==> config.mk <==
export PLATFORM = sky130hd
export DESIGN_NAME = sweep_avg_ctrl
export DESIGN_NICKNAME = d
export VERILOG_FILES = /design/src/rtl/sweep_pkg.sv /design/src/rtl/avg_div.sv /design/src/rtl/sweep_avg_ctrl.sv
export SDC_FILE = /design/constraint.sdc
export NUM_CORES = 1
export LEC_CHECK = 0
export BUFFER_PORTS_ARGS = -buffer_cell sky130_fd_sc_hd__buf_2
export CAP_MARGIN = 20
export CORE_UTILIZATION = 45
export CTS_CLUSTER_SIZE = 16
export DETAILED_ROUTE_END_ITERATION = 10
export SLEW_MARGIN = 10
export SYNTH_ARGS = -nofsm -noshare
export SYNTH_HDL_FRONTEND = slang
export SYNTH_SLANG_ARGS = --single-unit
==> constraint.sdc <==
create_clock -name clk -period 4.2 [get_ports clk]
set_input_delay 0 -clock clk [delete_from_list [all_inputs] [get_ports clk]]
set_output_delay 0 -clock clk [all_outputs]
set_load 0.01 [all_outputs]
==> src/rtl/sweep_pkg.sv <==
package sweep_pkg;
    typedef enum logic [2:0] {
        ST_IDLE,
        ST_SETTLE,
        ST_START,
        ST_WAIT,
        ST_DIVIDE,
        ST_EMIT
    } sweep_state_t;
endpackage

==> src/rtl/avg_div.sv <==
// Restoring divider by a constant; one quotient bit per cycle.
module avg_div #(
    parameter int W   = 16,
    parameter int QW  = 10,
    parameter int DIV = 50
) (
    input  logic          clk,
    input  logic          rst_n,
    input  logic          start_i,
    input  logic [W-1:0]  dividend_i,
    output logic          done_o,
    output logic [QW-1:0] quot_o
);
    localparam int CW = $clog2(W);
    localparam logic [W:0] DIV_V = (W+1)'(DIV);

    logic [W-1:0]  dvd_q, quo_q, rem_q, saved_q;
    logic [CW-1:0] step_q;
    logic          busy_q;
    logic [W:0]    shifted;
    logic          ge;

    always_comb begin
        shifted = {rem_q, dvd_q[W-1]};
        ge      = (shifted >= DIV_V);
    end

    always_ff @(posedge clk) begin
        if (!rst_n) begin
            dvd_q   <= '0;
            quo_q   <= '0;
            rem_q   <= '0;
            saved_q <= '0;
            step_q  <= '0;
            busy_q  <= 1'b0;
            done_o  <= 1'b0;
        end else if (start_i) begin
            dvd_q   <= dividend_i;
            saved_q <= dividend_i;
            quo_q   <= '0;
            rem_q   <= '0;
            step_q  <= '0;
            busy_q  <= 1'b1;
            done_o  <= 1'b0;
        end else if (busy_q) begin
            dvd_q  <= dvd_q << 1;
            quo_q  <= {quo_q[W-2:0], ge};
            rem_q  <= ge ? W'(shifted - DIV_V) : shifted[W-1:0];
            step_q <= step_q + 1'b1;
            if (step_q == CW'(W-1)) begin
                busy_q <= 1'b0;
                done_o <= 1'b1;
            end
        end else begin
            done_o <= 1'b0;
        end
    end

    assign quot_o = quo_q[QW-1:0];

    // quotient and remainder reproduce the latched dividend
    assert_div_exact_R7: assert property (@(posedge clk) disable iff (!rst_n)
        done_o |-> ((32'(quo_q) * 32'(DIV) + 32'(rem_q)) == 32'(saved_q)) && (32'(rem_q) < 32'(DIV)));
endmodule

==> src/rtl/sweep_avg_ctrl.sv <==
module sweep_avg_ctrl
    import sweep_pkg::*;
#(
    parameter int NUM_STAGES    = 4,
    parameter int STAGE_SEL_W   = 2,
    parameter int REPS          = 50,
    parameter int CNT_W         = 10,
    parameter int ACC_W         = 16,
    parameter int WIN_W         = 2,
    parameter logic [1:0] LONG_WIN = 2'd3
) (
    input  logic                                clk,
    input  logic                                rst_n,
    input  logic                                go_i,
    output logic                                meas_start_o,
    input  logic                                meas_done_i,
    input  logic [CNT_W-1:0]                    meas_count_i,
    output logic [NUM_STAGES*STAGE_SEL_W-1:0]   sel_o,
    output logic [STAGE_SEL_W-1:0]              tap_o,
    output logic [WIN_W-1:0]                    win_sel_o,
    output logic                                res_valid_o,
    input  logic                                res_ready_i,
    output logic [NUM_STAGES*STAGE_SEL_W-1:0]   res_index_o,
    output logic [CNT_W-1:0]                    res_avg_o,
    output logic                                sweep_done_o
);
    localparam int SEL_W = NUM_STAGES * STAGE_SEL_W;
    localparam int REP_W = $clog2(REPS);
    localparam int HALF  = REPS / 2;

    sweep_state_t        state_q, state_n;
    logic [SEL_W-1:0]    idx_q;
    logic [REP_W-1:0]    rep_q;
    logic [ACC_W-1:0]    acc_q, acc_sum, div_in;
    logic [CNT_W-1:0]    avg_q, quot;
    logic                sweep_done_q, last_rep, last_idx, div_start, div_done;

    assign last_rep  = (rep_q == REP_W'(REPS-1));
    assign last_idx  = (idx_q == '1);
    assign acc_sum   = acc_q + ACC_W'(meas_count_i);
    assign div_in    = acc_sum + ACC_W'(HALF);
    assign div_start = (state_q == ST_WAIT) && meas_done_i && last_rep;

    avg_div #(.W(ACC_W), .QW(CNT_W), .DIV(REPS)) u_div (
        .clk        (clk),
        .rst_n      (rst_n),
        .start_i    (div_start),
        .dividend_i (div_in),
        .done_o     (div_done),
        .quot_o     (quot)
    );

    // next state
    always_comb begin
        state_n = state_q;
        unique case (state_q)
            ST_IDLE:   if (go_i) state_n = ST_SETTLE;
            ST_SETTLE: state_n = ST_START;
            ST_START:  state_n = ST_WAIT;
            ST_WAIT:   if (meas_done_i) state_n = last_rep ? ST_DIVIDE : ST_SETTLE;
            ST_DIVIDE: if (div_done) state_n = ST_EMIT;
            ST_EMIT:   if (res_ready_i) state_n = last_idx ? ST_IDLE : ST_SETTLE;
            default:   state_n = ST_IDLE;
        endcase
    end

    // state register
    always_ff @(posedge clk) begin
        if (!rst_n) state_q <= ST_IDLE;
        else        state_q <= state_n;
    end

    // datapath registers
    always_ff @(posedge clk) begin
        if (!rst_n) begin
            idx_q        <= '0;
            rep_q        <= '0;
            acc_q        <= '0;
            avg_q        <= '0;
            sweep_done_q <= 1'b0;
        end else begin
            unique case (state_q)
                ST_IDLE: if (go_i) begin
                    idx_q        <= '0;
                    rep_q        <= '0;
                    acc_q        <= '0;
                    sweep_done_q <= 1'b0;
                end
                ST_WAIT: if (meas_done_i) begin
                    acc_q <= acc_sum;
                    rep_q <= last_rep ? '0 : rep_q + 1'b1;
                end
                ST_DIVIDE: if (div_done) avg_q <= quot;
                ST_EMIT: if (res_ready_i) begin
                    acc_q <= '0;
                    rep_q <= '0;
                    if (last_idx) sweep_done_q <= 1'b1;
                    else          idx_q <= idx_q + 1'b1;
                end
                default: ;
            endcase
        end
    end

    // outputs
    always_comb begin
        meas_start_o = (state_q == ST_START);
        res_valid_o  = (state_q == ST_EMIT);
        sel_o        = idx_q;
        tap_o        = idx_q[STAGE_SEL_W-1:0];
        win_sel_o    = WIN_W'(LONG_WIN);
        res_index_o  = idx_q;
        res_avg_o    = avg_q;
        sweep_done_o = sweep_done_q;
    end

    // start lasts one cycle
    assert_start_pulse_R6: assert property (@(posedge clk) disable iff (!rst_n)
        meas_start_o |=> !meas_start_o);
    // select settled before start and held during the window
    assert_sel_settled_R4: assert property (@(posedge clk) disable iff (!rst_n)
        meas_start_o |-> $stable(sel_o));
    assert_sel_held_R4: assert property (@(posedge clk) disable iff (!rst_n)
        (state_q == ST_WAIT) |-> $stable(sel_o));
    // stalled beat holds
    assert_beat_hold_R9: assert property (@(posedge clk) disable iff (!rst_n)
        (res_valid_o && !res_ready_i) |=> (res_valid_o && $stable(res_index_o) && $stable(res_avg_o)));
    // completion follows acceptance of the last index
    assert_done_after_last_R10: assert property (@(posedge clk) disable iff (!rst_n)
        $rose(sweep_done_o) |-> $past(res_valid_o && res_ready_i && (res_index_o == '1)));
endmodule

* After elaboration in Yosys (flattened, before gate mapping) *
Cells that the tools add are included.

cells by class
  $add $sub $neg = 6
  magnitude comparators = 1
  eq/ne operators = 14
  mux-type cells = 30
  bitwise logic cells = 2
  reductions and logical operators = 13

operators by type and width
  kind                                                                 count
  2-to-1 mux 16 bit                                                    6
  case mux 16 bit (3 select lines)                                     1
  2-to-1 mux 6 bit                                                     4
  2-to-1 mux 8 bit                                                     3
  case mux 3 bit (6 select lines)                                      1
  case mux 6 bit (3 select lines)                                      1
  greater-or-equal comparator 17 x 6 -> 1 bit (second input constant)  1
  adder 16 x 10 -> 16 bit                                              1
  adder 16 x 5 -> 16 bit (second input constant)                       1
  case mux 8 bit (2 select lines)                                      1
  AND reduction 4 bit                                                  4
  subtractor 16 x 6 -> 16 bit (second input constant)                  1
  2-to-1 mux 3 bit                                                     5
  adder 8 x 1 -> 8 bit (second input constant)                         1
  == test 8 bit (second input constant)                                1
  2-to-1 mux 1 bit                                                     7
  adder 6 x 1 -> 6 bit (second input constant)                         1
  == test 3 x 2 -> 1 bit (second input constant)                       2
  == test 3 bit (second input constant)                                2
  == test 6 bit (second input constant)                                1
  inequality test 2 x 1 -> 1 bit (second input constant)               3
  inequality test 2 bit (second input constant)                        3
  adder 4 x 1 -> 4 bit (second input constant)                         1
  == test 4 bit (second input constant)                                1
  10 further kinds                                                     13

storage, ports and cells
  flip-flop bits (word level) = 92
  input bits = 15
  output and inout bits = 33
  logic and storage cells = 78

* Longest topological paths before layout *
  word-level depth = 4
  depth in mapped cells = 10
  mapped depth without buffers = 10

* Hierarchy *
From an unflattened synthesis, not the netlist that was laid out.

second synthesis, totals
  cells, all modules = 622
  area total of the unflattened synthesis = 5206.2 µm²

by module, submodules not included
  module          instances  cells an instance  area an instance (µm²)
  sweep_avg_ctrl  1          363                2921.6
  avg_div         1          259                2284.7

* Worst setup path before layout *
No wires, ideal clock.

  path kind = register to register
  start point = register acc_q[0]
  end point = register u_div.dvd_q[11]
  setup time = 0.138 ns
  data arrival time = 2.488 ns
  slack = 1.574 ns
  stages on the path, launching flop included = 11
  clock period less this slack = 2.626 ns
  path through = dfxtp_1 > ha_1 > fa_1 > a21o_1 > a221oi_4 > o211ai_1 > nand3_2 > nand4_2 > or4b_1 > o311ai_1 > a21oi_1

between the ends
  longest elaborated chain between the ends = 3

RTL lines
  element                  RTL line              text
  start, declared          sweep_avg_ctrl.sv:34  logic [ACC_W-1:0] acc_q, acc_sum, div_in;
  start signal, assigned   sweep_avg_ctrl.sv:90  acc_q <= acc_sum;
  adder 16 x 10 -> 16 bit  sweep_avg_ctrl.sv:40  assign acc_sum = acc_q + ACC_W'(meas_count_i);
  adder 16 x 5 -> 16 bit   sweep_avg_ctrl.sv:41  assign div_in = acc_sum + ACC_W'(HALF);
  2-to-1 mux 16 bit        avg_div.sv:37         end else if (start_i) begin
  end signal, assigned     avg_div.sv:38         dvd_q <= dividend_i;
  end signal, assigned     avg_div.sv:46         dvd_q <= dvd_q << 1;
  end, declared            avg_div.sv:17         logic [W-1:0] dvd_q, quo_q, rem_q, saved_q;

Every way passes these cells.
A chain may end at the register's enable or synchronous reset.

* Worst setup path in the final report *
  start point = register acc_q[4]
  end point = register u_div.dvd_q[11]

Same word-level chain as after synthesis.

==> out/metrics.cfg <==
[power_and_ir_drop]
comb_power_share=0.222
total_switching_power_mw=0.6698
power.switching_fraction=0.3422
seqPwrFrac=0.486
power.share.clock=0.292
fin_total_pwr_mw=1.958
p_leak_nw=2.054
vdd_ir_drop_max_uv=257.5
power.internal_mw=1.288
power_density_nw_per_um2=364.8

[cells_and_area]
utilization=0.5129
nNetsFinal=640
flow.area_growth_from_synthesis_pct=8.748
final_cells=749
antenna_cells=0
drive_gt1_frac=0.1289
fillers=1037
stdcell_area_um2=5366

[global_route]
grt_max_degree=36
grt_pass1_vias=3626
grt_pass1_wl_um=17040
grt_use_total=0.1843
grt_overflow=0
grt_antenna_before_repair=0

[synth]
seq_area_frac_synth=0.3732
synth_area_per_cell_um2=8.407
synth-seq-cells=92
yosys_warnings=0
dominantRegCellSynth=sky130_fd_sc_hd__dfxtp_1
synth_most_common_cell=sky130_fd_sc_hd__nor2_1
synthArstFlopShare=0
netlist_top_cells_area=sky130_fd_sc_hd__dfxtp_1 37%, sky130_fd_sc_hd__nor2_1 7.2%, sky130_fd_sc_hd__mux2i_1 5.7%
netlist.area_leader.share=0.3732
synth.lib_cells_used.distinct=64
synth_edf_count=0
synthesis.area_um2=4935
synth.top_cells.by_count=94 x sky130_fd_sc_hd__nor2_1, 92 x sky130_fd_sc_hd__dfxtp_1, 56 x sky130_fd_sc_hd__nand2_1
cell_accounting_for_the_most_synthesized_area=sky130_fd_sc_hd__dfxtp_1
gate_count_after_technology_mapping=587

[sta]
final.period_utilization=0.7047
max_clk_rate_mhz=337.9
finalHoldViolations=0
finalSetupViolations=0
final_report_max_slew_violation_count=0
final.hold.worst_slack_ps=19.59
rsz0062_at_grt=no
setup-tns-final_ps=0
final_critical_path_setup_slack_ps=1240
timing.clock.skew_ps=8.185
max-slew-margin-rel=0.3884
min_period_ps=2960
worst_slew_pin_slew_ps=914.1

[place]
hpwlAfterDp_um=7193
pre_cts_slack_ps=1326
port_buffers=45
dpl.cell_count=731
postPlaceCellArea_um2=5161
gp_congestion=0.9024

[clock_tree]
postCtsHoldBufs=2
clk-insertion-delay-late_ps=370
cts_tree=built
postCtsResizedCells=0
cts_buffers=9
ctsRootBufferMaster=sky130_fd_sc_hd__clkbuf_8
clock_sinks=92
clk_transition_reported_paths_ps=90
post-cts-setup-buffers=0
cts.path.max_buffers=2
ctsHtreeMaxLevel=3

[critical_path]
crit_path_cell_trace=ha_1 > a21o_1 > a31oi_1 > nand2_1 > xor2_1 > nand4_2 > or4b_1 > o311ai_1 > a21oi_1
path_class=flop to flop
critical_path.startpoint_type=flop
critical_path_peak_fanout=8
cp_data_required_time_ps=4430
worst-endpoint-arrival_ps=3190
slowest_stage=sky130_fd_sc_hd__or4b_1
cp_slowest_stage_delay_ps=540
endpoint_kind=flop

[die]
ioPinCount=48
die_h_um=106.7
rows=37
initial_core_util=0.4717
fp.dieArea_um2=11390
core_area_um2=10460
die-width_um=106.7

[status]
run_status=completed

[route]
wl_per_cell_um=13.62
number_of_design_rule_violations_left_after_detail_routing=0
first_pass_iteration_count_of_the_detailed_router=5
postRouteAntennaNets=0
avgViaCountPerCell=5.438
top_layer=met4
via_count=4073
totalWireLength_um=10210
wl_met2_um=4790
met3_length_um=367
m1WireLength_um=5006
dr.first_iter.drc_count=226

[job]
maxCapViolations=0

[min_path]
holdCritPathClass=input pin to flop

## cell type report
| class | instances | area (um2) | area share |
|---|---|---|---|
| multi-input combinational | 443 | 2851 | 0.5314 |
| sequential | 92 | 1843 | 0.3434 |
| timing repair buffer | 51 | 275.3 | 0.05129 |
| tap | 136 | 170.2 | 0.03171 |
| clock buffer | 11 | 141.4 | 0.02635 |
| clock inverter | 5 | 43.79 | 0.008160 |
| inverter | 11 | 41.29 | 0.007694 |
## sequential cells by signal, indices dropped and copies added, names as in the netlist
signal,cells
u_div.step_q,4
rep_q,6
res_avg_o,10
res_index_o,8
acc_q,16
u_div.busy_q,1
state_q,3
u_div.rem_q,16
u_div.quo_q,10
u_div.dvd_q,16
sweep_done_o,1
u_div.done_o,1
## power groups by stage
stage               clock, mW  combinational [mW]  sequential, mW
floorplan                   0               0.368           0.941
global placement            0               0.429           0.968
detailed placement          0               0.431           0.970
CTS                     0.594               0.436           0.950
global route            0.632               0.493           0.958
finish                  0.571               0.435           0.952
## kinds of logic (layout without fill, tap and decap cells)
family                   Yosys count  count (layout)  share of synthesized area
multiplexers                      31              31                    0.06415
other                              1               2                  0.0007599
adder cells (fa/ha/maj)           17              17                    0.04462
XOR/XNOR                          48              48                    0.08672
AO/OA/AOI/OAI                    115             115                     0.1613
AND/OR/NAND/NOR                  230             230                     0.2196
flip-flops                        92              92                     0.3732
buffers and inverters             53              78                    0.04970
## path summary, 6_finish.rpt
kind / startpoint / end / slack (ps) / cells past startpoint
setup / recovery: acc_q[4] / u_div.dvd_q[11] / 1240 / 9
hold / removal: go_i / sweep_done_o / 20 / 4
setup reg to reg: acc_q[4] / u_div.dvd_q[11] / 1240 / 9
hold reg to reg: res_avg_o[4] / res_avg_o[4] / 460 / 2
## worst max-delay path, delay by kind of cell (launching register included)
kind            cells  cell delay (ps)
xor+xnor            1              510
fa+ha+maj           1              340
simple gates        3             1020
flops               1              330
compound gates      4              620
## metal layers
metal | vias up | track usage
met5 | - | 0
met4 | 0 | 0.05479
met3 | 4 | 0.04255
met2 | 69 | 0.2889
met1 | 1908 | 0.2512
li1 | 2092 | -
## layout by cell type, fill, tap and decap left out, types with 12 or more instances in the layout
cell type,netlist,routed
sky130_fd_sc_hd__nor2_1,94,94
sky130_fd_sc_hd__dfxtp_1,92,91
sky130_fd_sc_hd__nand2_1,56,56
sky130_fd_sc_hd__buf_2,1,45
sky130_fd_sc_hd__a21oi_1,30,30
sky130_fd_sc_hd__mux2i_1,28,28
sky130_fd_sc_hd__xor2_1,27,27
sky130_fd_sc_hd__a211oi_1,22,22
sky130_fd_sc_hd__xnor2_1,20,20
sky130_fd_sc_hd__ha_1,16,16
sky130_fd_sc_hd__nand3_1,13,13
sky130_fd_sc_hd__o21ai_0,12,12
Note: power is estimated with default switching activity, not from simulation.
